--- src/rtl/dag_pkg.sv ---
package dag_pkg;
  localparam int ADDR_W      = 8;
  localparam int DATA_W      = 32;
  localparam logic [ADDR_W-1:0] ADDR_CTL  = 8'h10;
  localparam logic [ADDR_W-1:0] ADDR_STAT = 8'h11;
  localparam logic [ADDR_W-1:0] ADDR_AUTH = 8'h30;
  localparam int DATA_BASE   = 4;
  localparam logic [3:0] VERSION = 4'd2;
  localparam int STAT_AUTH_BIT = 7;
  localparam int STAT_IMPB_BIT = 22;
  localparam int CTL_ACT_BIT = 0;
  localparam int CTL_HLT_BIT = 1;
  localparam int CTL_RSM_BIT = 2;
endpackage

--- src/rtl/dag_lfsr.sv ---
module dag_lfsr #(
  parameter int          W    = 32,
  parameter logic [W-1:0] SEED = 32'h1d87_2b41,
  parameter logic [W-1:0] TAPS = 32'h8020_0003
) (
  input  logic         clk,
  input  logic         rst,
  output logic [W-1:0] state
);
  always_ff @(posedge clk) begin
    if (rst)           state <= SEED;
    else if (state[0]) state <= (state >> 1) ^ TAPS;
    else               state <= state >> 1;
  end
endmodule

--- src/rtl/dag_auth.sv ---
module dag_auth #(
  parameter int          W      = 32,
  parameter logic [W-1:0] SEED   = 32'h1d87_2b41,
  parameter logic [W-1:0] SECRET = 32'd1
) (
  input  logic         clk,
  input  logic         rst,
  input  logic         required,
  input  logic         mod_reset,
  input  logic         auth_wr,
  input  logic [W-1:0] wdata,
  input  logic [W-1:0] fresh,
  output logic         unlocked,
  output logic [W-1:0] challenge
);
  logic [W-1:0] answer;
  assign answer = challenge + SECRET;

  always_ff @(posedge clk) begin
    if (rst) begin
      unlocked  <= ~required;
      challenge <= SEED;
    end else if (mod_reset) begin
      unlocked  <= ~required;
      challenge <= fresh;
    end else if (auth_wr && required) begin
      if (wdata == answer) begin
        unlocked <= 1'b1;
      end else begin
        unlocked  <= 1'b0;
        challenge <= fresh;
      end
    end
  end
endmodule

--- src/rtl/dag_ctrl.sv ---
module dag_ctrl (
  input  logic clk,
  input  logic rst,
  input  logic ctl_wr,
  input  logic mod_reset,
  input  logic auth_eff,
  input  logic w_act,
  input  logic w_hlt,
  input  logic w_rsm,
  output logic active,
  output logic halt_req,
  output logic resume_req
);
  always_ff @(posedge clk) begin
    if (rst) begin
      active     <= 1'b0;
      halt_req   <= 1'b0;
      resume_req <= 1'b0;
    end else if (ctl_wr) begin
      active <= w_act;
      if (auth_eff) begin
        halt_req   <= w_act & w_hlt;
        resume_req <= w_act & w_rsm;
      end else if (mod_reset) begin
        halt_req   <= 1'b0;
        resume_req <= 1'b0;
      end
    end
  end
endmodule

--- src/rtl/dag_bank.sv ---
module dag_bank #(
  parameter int N = 4,
  parameter int W = 32,
  localparam int IW = (N > 1) ? $clog2(N) : 1
) (
  input  logic          clk,
  input  logic          clr,
  input  logic          wr,
  input  logic [IW-1:0] idx,
  input  logic [W-1:0]  wdata,
  output logic [N*W-1:0] flat
);
  for (genvar g = 0; g < N; g++) begin : g_reg
    logic [W-1:0] q;
    always_ff @(posedge clk) begin
      if (clr)                          q <= '0;
      else if (wr && idx == IW'(g))     q <= wdata;
    end
    assign flat[g*W +: W] = q;
  end
endmodule

--- src/rtl/dbg_auth_gate.sv ---
module dbg_auth_gate
  import dag_pkg::*;
#(
  parameter int          NDATA  = 4,
  parameter logic [31:0] SECRET = 32'd1,
  parameter logic [31:0] SEED   = 32'h1d87_2b41
) (
  input  logic              clk,
  input  logic              rst,
  input  logic              auth_required,
  input  logic [ADDR_W-1:0] req_addr,
  input  logic [31:0]       req_wdata,
  input  logic              req_we,
  input  logic              req_re,
  output logic              rsp_valid,
  output logic              rsp_ok,
  output logic [31:0]       rsp_rdata,
  output logic              ctl_active,
  output logic              ctl_halt_req,
  output logic              ctl_resume_req
);
  localparam int IW = (NDATA > 1) ? $clog2(NDATA) : 1;

  logic [31:0] fresh, challenge;
  logic        unlocked;
  logic        is_auth, is_ctl, is_stat, is_data;
  logic        mod_reset, auth_eff, allowed, wr_ok;
  logic [IW-1:0] didx;
  logic [NDATA*32-1:0] bank;
  logic [31:0] status_w, rd_mux;
  int unsigned addr_i;

  assign addr_i  = int'(req_addr);
  assign is_auth = (req_addr == ADDR_AUTH);
  assign is_ctl  = (req_addr == ADDR_CTL);
  assign is_stat = (req_addr == ADDR_STAT);
  assign is_data = (addr_i >= DATA_BASE) && (addr_i < DATA_BASE + NDATA);
  assign didx    = IW'(addr_i - DATA_BASE);

  assign mod_reset = req_we && is_ctl && !ctl_active && req_wdata[CTL_ACT_BIT];
  assign auth_eff  = mod_reset ? ~auth_required : unlocked;
  assign allowed   = unlocked || is_auth || is_ctl;
  assign wr_ok     = allowed && (is_auth || is_ctl || is_data);

  dag_lfsr #(.W(32), .SEED(SEED)) u_lfsr (
    .clk(clk), .rst(rst), .state(fresh)
  );

  dag_auth #(.W(32), .SEED(SEED), .SECRET(SECRET)) u_auth (
    .clk(clk), .rst(rst), .required(auth_required), .mod_reset(mod_reset),
    .auth_wr(req_we && is_auth), .wdata(req_wdata), .fresh(fresh),
    .unlocked(unlocked), .challenge(challenge)
  );

  dag_ctrl u_ctrl (
    .clk(clk), .rst(rst), .ctl_wr(req_we && is_ctl), .mod_reset(mod_reset),
    .auth_eff(auth_eff), .w_act(req_wdata[CTL_ACT_BIT]),
    .w_hlt(req_wdata[CTL_HLT_BIT]), .w_rsm(req_wdata[CTL_RSM_BIT]),
    .active(ctl_active), .halt_req(ctl_halt_req), .resume_req(ctl_resume_req)
  );

  dag_bank #(.N(NDATA), .W(32)) u_bank (
    .clk(clk), .clr(rst || mod_reset), .wr(req_we && is_data && unlocked),
    .idx(didx), .wdata(req_wdata), .flat(bank)
  );

  always_comb begin
    status_w = '0;
    status_w[3:0]          = VERSION;
    status_w[STAT_AUTH_BIT] = unlocked;
    status_w[STAT_IMPB_BIT] = 1'b1;
  end

  always_comb begin
    rd_mux = '0;
    if (is_auth)      rd_mux = challenge;
    else if (is_stat) rd_mux = status_w;
    else if (is_ctl)  rd_mux = {29'd0, ctl_resume_req, ctl_halt_req, ctl_active};
    else if (is_data) rd_mux = bank[didx*32 +: 32];
  end

  always_ff @(posedge clk) begin
    if (rst) begin
      rsp_valid <= 1'b0;
      rsp_ok    <= 1'b0;
      rsp_rdata <= '0;
    end else begin
      rsp_valid <= req_we || req_re;
      rsp_ok    <= req_we ? wr_ok : req_re;
      rsp_rdata <= (req_re && !req_we) ? rd_mux : 32'd0;
    end
  end
endmodule

--- config.mk ---
export PLATFORM = sky130hd
export DESIGN_NAME = dbg_auth_gate
export DESIGN_NICKNAME = d
export VERILOG_FILES = /design/src/rtl/dag_pkg.sv /design/src/rtl/dag_lfsr.sv /design/src/rtl/dag_auth.sv /design/src/rtl/dag_ctrl.sv /design/src/rtl/dag_bank.sv /design/src/rtl/dbg_auth_gate.sv
export SDC_FILE = /design/constraint.sdc
export NUM_CORES = 1
export LEC_CHECK = 0
export ABC_AREA = 1
export BUFFER_PORTS_ARGS = -buffer_cell sky130_fd_sc_hd__buf_2
export CAP_MARGIN = 25
export CELL_PAD_IN_SITES_DETAIL_PLACEMENT = 1
export CELL_PAD_IN_SITES_GLOBAL_PLACEMENT = 1
export CORE_UTILIZATION = 39
export CTS_CLUSTER_SIZE = 25
export DETAILED_ROUTE_END_ITERATION = 8
export PLACE_DENSITY = 0.77
export SYNTH_ARGS = -nofsm -noshare
export SYNTH_HDL_FRONTEND = slang
export SYNTH_SLANG_ARGS = --single-unit
--- constraint.sdc ---
create_clock -name clk -period 2.2 [get_ports clk]
set_input_delay 0.33 -clock clk [delete_from_list [all_inputs] [get_ports clk]]
set_output_delay 0.33 -clock clk [all_outputs]
set_load 0.01 [all_outputs]
==> flow_summary.json, run 1 <==
{
  "synth-warning-count": 0,
  "clock-sinks": 230,
  "ys_top_cells_by_area": "dfxtp_1 (43%), nand2_1 (18%), nand3_1 (9.9%), a21oi_1 (8.7%), nor2_1 (3.4%)",
  "global_route.usage.total_pct": 26.4,
  "mappedNetlistNets": 1585,
  "worst_path_required_ns": 2.62,
  "critical_path.startpoint_type": "flip-flop",
  "floorplan.die_area_sq_um": 27700,
  "clock_tree.buffer_depth": 3,
  "grt_overflow_total": 0,
  "yosysTopAreaCell": "dfxtp_1",
  "routed_wirelength_mm": 37.7,
  "dp_cells": 1988,
  "floorplan.core_area_sq_um": 26300,
  "failed_checks": "DRC, setup timing",
  "regToRegStartpoint": "u_auth.challenge[1]$_SDFFE_PP0P_",
  "crit_type": "reg -> reg",
  "drc": 2,
  "power.total_uw": 8960,
  "synth_top_area_share_pct": 43.4,
  "placement_rows": 59,
  "totalNegativeSetupSlack_ns": -5.42,
  "initial_core_util_pct": 40.1,
  "worstSetupEndpointType": "flip-flop",
  "floorplan.io_pins": 82,
  "holdBufCountCts": 0,
  "place_congestion": 0.865,
  "avgRoutedWirePerCell_microns": 18.5,
  "timing.max_cap.violations": 0,
  "most_numerous_cell_in_the_yosys_netlist": "nand2_1",
  "routed-wl-met3_mm": 1.38,
  "drive_gt1_share_pct": 20.4,
  "layout_worst_path_cycle_share_pct": 110,
  "portBuffers": 81,
  "syn-cell-area_sq_um": 10600,
  "layout.cells.non_filler": 2040,
  "finalHoldViolCount": 0,
  "detail_route.iter0.violations": 829,
  "met2_wirelength_mm": 18.1,
  "clock-root-buffer": "clkbuf_16",
  "critical_path.reg2reg.endpoint": "u_auth.challenge[29]$_SDFFE_PP0P_",
  "p_per_area_nw_per_um2": 673,
  "rr_worst_depth": 17,
  "final_area_sq_um": 13300,
  "floorplan.die.height_microns": 166,
  "synth_cells": 1539,
  "num_vias": 10900,
  "htreeDepth": 1,
  "final_critical_path_setup_slack_ns": -0.210,
  "finalMaxSlewViolations": 0,
  "worst-path-max-fanout": 6,
  "timing.hold.worst.class": "in -> reg",
  "clkTransAtPathRegs_ns": 0.06,
  "max_slew.worst_pin.slew_ns": 0.507,
  "ys.flop_type": "dfxtp_1",
  "drt-vias-per-instance": 5.37,
  "cellLeakagePower_uw": 0.00552,
  "finish.net_count": 1733,
  "fp.dieW_microns": 166,
  "synth-seq-area-share_pct": 43.7,
  "max_clock_freq_ghz": 0.415,
  "vdd.ir_drop.worst_mv": 0.668,
  "ff2ff_setup_slack_ns": -0.21,
  "finalSetupViolCount": 33,
  "grt_max_degree": 53,
  "critPathLaunch": "u_auth.challenge[1]$_SDFFE_PP0P_",
  "topRoutingLayerUsed": "met4",
  "first_pass_grt_wire_length_mm": 58.6,
  "critPathArrivalTime_ns": 2.83,
  "ys_ff_latch": 230,
  "first_global_vias": 11000,
  "syn_area_per_cell_sq_um": 6.86,
  "m1WireLength_mm": 17.3,
  "synth_common_cells": "nand2_1 (503), dfxtp_1 (229), nand3_1 (208), a21oi_1 (183), nor2_1 (96)",
  "worst_skew_pair.late_latency_ns": 0.54,
  "synth.lib_cells_used.distinct": 33,
  "antenna_violations_before_repair": 0,
  "dpl_cell_area_sq_um": 12100,
  "timing.max_slew.rel_slack_pct": 66.1,
  "async_reset_ff_share_pct": 0,
  "dpl.hpwl_mm": 26.5,
  "synth-edff-count": 1,
  "syn_to_final_growth_pct": 26.1,
  "fin_skew_ns": 0.0159,
  "post_drt_antenna_nets": 0,
  "cts_tree": "yes",
  "number_of_buffers_created_by_cts": 26,
  "final_period_minus_worst_setup_slack_ns": 2.41,
  "outcome": "finished, violations left",
  "setup_repair_after_global_routing_missed_its_margin": "true",
  "drt_first_pass_iters": 7,
  "postLayoutCoreUtil_pct": 50.6,
  "critPathCapture": "u_auth.challenge[29]$_SDFFE_PP0P_"
}
-- flip-flops by register name, summed over array words and instances (netlist names) --
name,flops
rsp_ok,1
u_auth.unlocked,1
u_ctrl.halt_req,1
rsp_valid,1
u_ctrl.active,1
rsp_rdata,32
u_auth.challenge,32
u_bank.g.q,128
u_lfsr.state,32
u_ctrl.resume_req,1
-- final cells by class --
| type | instances | area [sq um] |
|---|---|---|
| repair buffers | 217 | 1700 |
| well taps | 335 | 419 |
| fillers | 3358 | 13000 |
| inverters | 93 | 353 |
| flip-flops and latches | 230 | 4640 |
| multi-input cells | 1119 | 5370 |
| clock inverters | 3 | 30.0 |
| diodes | 1 | 2.50 |
| clock buffers | 42 | 791 |
-- metrics by stage --
stage          hold WS [ns]  setup slack (ns)
3_3_place_gp          0.415            -0.184
6_report             0.0490            -0.210
5_1_grt              0.0678            -0.346
4_1_cts              0.0298            -0.160
2_1_floorplan         0.403            0.0347
3_5_place_dp          0.416            -0.335
-- worst min-delay path by stage --
stage | startpoint | end | slack (ns) | depth (start not counted)
2_1_floorplan | u_lfsr.state[15]$_SDFF_PP0_ | u_lfsr.state[14]$_SDFF_PP0_ | 0.40 | 2
3_3_place_gp | u_lfsr.state[3]$_SDFF_PP0_ | u_lfsr.state[2]$_SDFF_PP0_ | 0.41 | 2
3_5_place_dp | u_lfsr.state[13]$_SDFF_PP1_ | u_lfsr.state[12]$_SDFF_PP0_ | 0.42 | 2
4_1_cts | req_re | rsp_valid$_SDFF_PP0_ | 0.03 | 3
5_1_grt | req_re | rsp_valid$_SDFF_PP0_ | 0.07 | 3
6_report | req_re | rsp_valid$_SDFF_PP0_ | 0.05 | 3
-- worst max-delay path, stage by stage, from the launching register on --
cell	delay (ns)
dfxtp_4	0.37
buf_6	0.11
nand2_4	0.04
nor2_4	0.16
nand2_2	0.10
nor2_4	0.23
nand3_1	0.13
nand2_1	0.13
nand2_1	0.06
nor2_1	0.15
nand3_2	0.12
nor2_4	0.14
nand2_4	0.11
nand2_8	0.13
clkbuf_16	0.16
nand3_1	0.06
nand2_1	0.07
nor2_1	0.04
-- per-layer routing --
layer | global-route usage, % | up-vias
met3 | 2.76 | 53
met4 | 6.76 | 0
li1 | - | 5302
met5 | 0 | -
met1 | 35.3 | 5384
met2 | 45.3 | 210
-- logic make-up (layout without fill, tap and decap cells) --
group	Yosys count	after routing	share of synthesized area (%)
compound gates	214	214	10.8
xor+xnor	18	18	1.49
buf+inv	191	355	7.57
other cells	0	1	0
fa+ha+maj	1	1	0.119
simple gates	885	886	36.3
flops	230	230	43.7
-- where the power goes --
group	internal, uW	total, uW	switching [uW]	leakage, uW
Sequential	4210	4240	32.7	0.00186
Combinational	178	533	356	0.00325
Clock	2440	4180	1740	0.000402
Total	6830	8960	2130	0.00552
-- repair_timing --
| item | CTS | global route |
|---|---|---|
| pin swaps | 8 | 14 |
| gates cloned | 1 | 3 |
| setup endpoints to repair | 33 | 33 |
| gates resized for setup | 41 | 34 |
| buffers inserted | 1 | 2 |
-- layout by cell type, fill, tap and decap left out, types with 3 or more instances in the layout --
master	count
nand2_8	3
a21oi_2	6
nand2_4	5
nor2_1	84
buf_4	112
nor3_1	4
nor2_2	10
nor2_4	14
clkbuf_16	28
or2_2	16
a31oi_1	3
nand2_2	9
xor2_1	5
a22oi_1	17
nand3_2	5
dfxtp_2	14
buf_2	81
dfxtp_1	212
dfxtp_4	3
nand2_1	496
a21oi_1	175
clkbuf_8	8
buf_6	5
nand3b_1	10
xnor2_1	13
buf_12	15
clkbuf_1	8
o21bai_1	4
inv_1	87
nand4_1	23
nand3_1	203
Power figures use the tool's default switching activity.
==> run 2, diff against run 1 <==
--- a/config.mk
+++ b/config.mk
@@ -14,6 +14,7 @@
 export CTS_CLUSTER_SIZE = 25
 export DETAILED_ROUTE_END_ITERATION = 8
 export PLACE_DENSITY = 0.77
+export SKIP_CTS_REPAIR_TIMING = 1
 export SYNTH_ARGS = -nofsm -noshare
 export SYNTH_HDL_FRONTEND = slang
 export SYNTH_SLANG_ARGS = --single-unit
==> run 2 against run 1 <==
The run still ends with DRC, setup timing left; first-iteration DRC count decreased by 8.9%; sequential cell count unchanged; die area unchanged.
==> flow_summary.json, run 2 (synthesis gave the netlist of run 1 again) <==
{
  "outcome": "finished, violations left",
  "failed_checks": "DRC, setup timing",
  "timing.max_slew.rel_slack_pct": 65.9,
  "timing.hold.worst.class": "in -> reg",
  "first_pass_grt_wire_length_mm": 58.0,
  "fin_skew_ns": 0.0142,
  "first_global_vias": 11000,
  "clock-root-buffer": "clkbuf_16",
  "p_per_area_nw_per_um2": 674,
  "number_of_buffers_created_by_cts": 26,
  "dpl.hpwl_mm": 26.5,
  "vdd.ir_drop.worst_mv": 0.669,
  "clock_tree.buffer_depth": 3,
  "floorplan.io_pins": 82,
  "fillers": 3374,
  "max_slew.worst_pin.slew_ns": 0.510,
  "top_register": "u_bank.g.q",
  "setup_repair_after_global_routing_missed_its_margin": "true",
  "floorplan.core_area_sq_um": 26300,
  "floorplan.die_area_sq_um": 27700,
  "drt-vias-per-instance": 5.38,
  "initial_core_util_pct": 40.1,
  "grt_max_degree": 53,
  "syn_to_final_growth_pct": 25.8,
  "final_period_minus_worst_setup_slack_ns": 2.46,
  "postLayoutCoreUtil_pct": 50.5,
  "global_route.usage.total_pct": 26.1,
  "drt_first_pass_iters": 7,
  "placement_rows": 59,
  "routed_wirelength_mm": 37.7,
  "finalHoldViolCount": 0,
  "timing.max_cap.violations": 0,
  "antenna_violations_before_repair": 0,
  "grt_overflow_total": 0,
  "finish.net_count": 1735,
  "cellLeakagePower_uw": 0.00551,
  "portBuffers": 81,
  "largest_register_ff_count": 128,
  "rr_worst_depth": 19,
  "drc": 2,
  "layout_commonest_cell": "nand2_1",
  "fp.dieW_microns": 166,
  "layout.cells.non_filler": 2042,
  "worstSetupEndpointType": "flip-flop",
  "layout_common_cells": "nand2_1 (495), dfxtp_1 (210), nand3_1 (204)",
  "clock-sinks": 230,
  "finalSetupViolCount": 33,
  "clkTransAtPathRegs_ns": 0.06,
  "worst_skew_pair.late_latency_ns": 0.54,
  "layout_worst_path_cycle_share_pct": 112,
  "cts_tree": "yes",
  "max_clock_freq_ghz": 0.407,
  "detail_route.iter0.violations": 755,
  "floorplan.die.height_microns": 166,
  "final_critical_path_setup_slack_ns": -0.258,
  "critical_path.startpoint_type": "flip-flop",
  "post_drt_antenna_nets": 0,
  "place_congestion": 0.865,
  "avgRoutedWirePerCell_microns": 18.5,
  "totalNegativeSetupSlack_ns": -7.24,
  "worst-path-max-fanout": 6,
  "drive_gt1_share_pct": 20.4,
  "finalMaxSlewViolations": 0,
  "critPathArrivalTime_ns": 2.88,
  "htreeDepth": 1,
  "power.total_uw": 8950,
  "worst_path_required_ns": 2.63,
  "holdPathStages": 3,
  "crit_type": "reg -> reg",
  "dp_cells": 1988,
  "num_vias": 11000,
  "hold_slack_ns": 0.0438
}
==> run 2: cell count changes in the layout (fill, tap and decap cells not counted), sizes merged <==
cell,change
buf,+2
==> run 2: final timing paths <==
path                                                        from                                 to  slack, ns
worst max-delay path            u_auth.challenge[1]$_SDFFE_PP0P_  u_auth.challenge[25]$_SDFFE_PP0P_      -0.26
worst min-delay path                                      req_re               rsp_valid$_SDFF_PP0_       0.04
worst max register to register  u_auth.challenge[1]$_SDFFE_PP0P_  u_auth.challenge[25]$_SDFFE_PP0P_      -0.26
worst min register to register        u_lfsr.state[6]$_SDFF_PP1_         u_lfsr.state[5]$_SDFF_PP0_       0.42
==> run 2: routing by layer <==
metal	GRT usage, %	wire length, microns	share of wire (%)
met2	44.6	18200	48
met1	35.1	17100	45
met3	2.73	1700	4.5
met4	6.44	805	2.1
met5	0	0	0
==> run 2: power breakdown <==
part	internal [uW]	switching [uW]	leakage [uW]
combinational	178	357	0.00324
clock	2440	1730	0.000402
sequential	4210	30.4	0.00187
total	6830	2120	0.00551
==> run 2: critical path, cell delays in order (launching register included) <==
cell and delay [ns]:
dfxtp_4 0.36, buf_6 0.11, nand2_4 0.05, nor2_4 0.18, nand2_2 0.10, nor2_4 0.20, nand2_1 0.08, nand2_1 0.06
nand2_1 0.05, nor2_1 0.13, nand2_2 0.09, nor2_1 0.13, nand2_1 0.11, nor2_4 0.13, nand2_4 0.10, nand2_8 0.13
clkbuf_16 0.16, nand3_1 0.07, nand2_1 0.07, nor2_1 0.04
==> run 2: cell type report <==
cell class	count	area [sq um]	share of cell area [%]
multi-input cells	1119	5340	40.2
diodes	1	2.50	0.0189
clock inverters	3	30.0	0.226
well taps	335	419	3.16
clock buffers	42	791	5.96
flip-flops and latches	230	4650	35.0
inverters	93	350	2.64
repair buffers	219	1690	12.8
==> run 2: per-stage QoR <==
stage | setup WS [ns] | cell area [sq um]
floorplan | 0.0347 | 10600
global placement | -0.184 | 12100
detailed placement | -0.335 | 12100
CTS | -0.359 | 12900
global route | -0.406 | 13300
finish | -0.258 | 13300
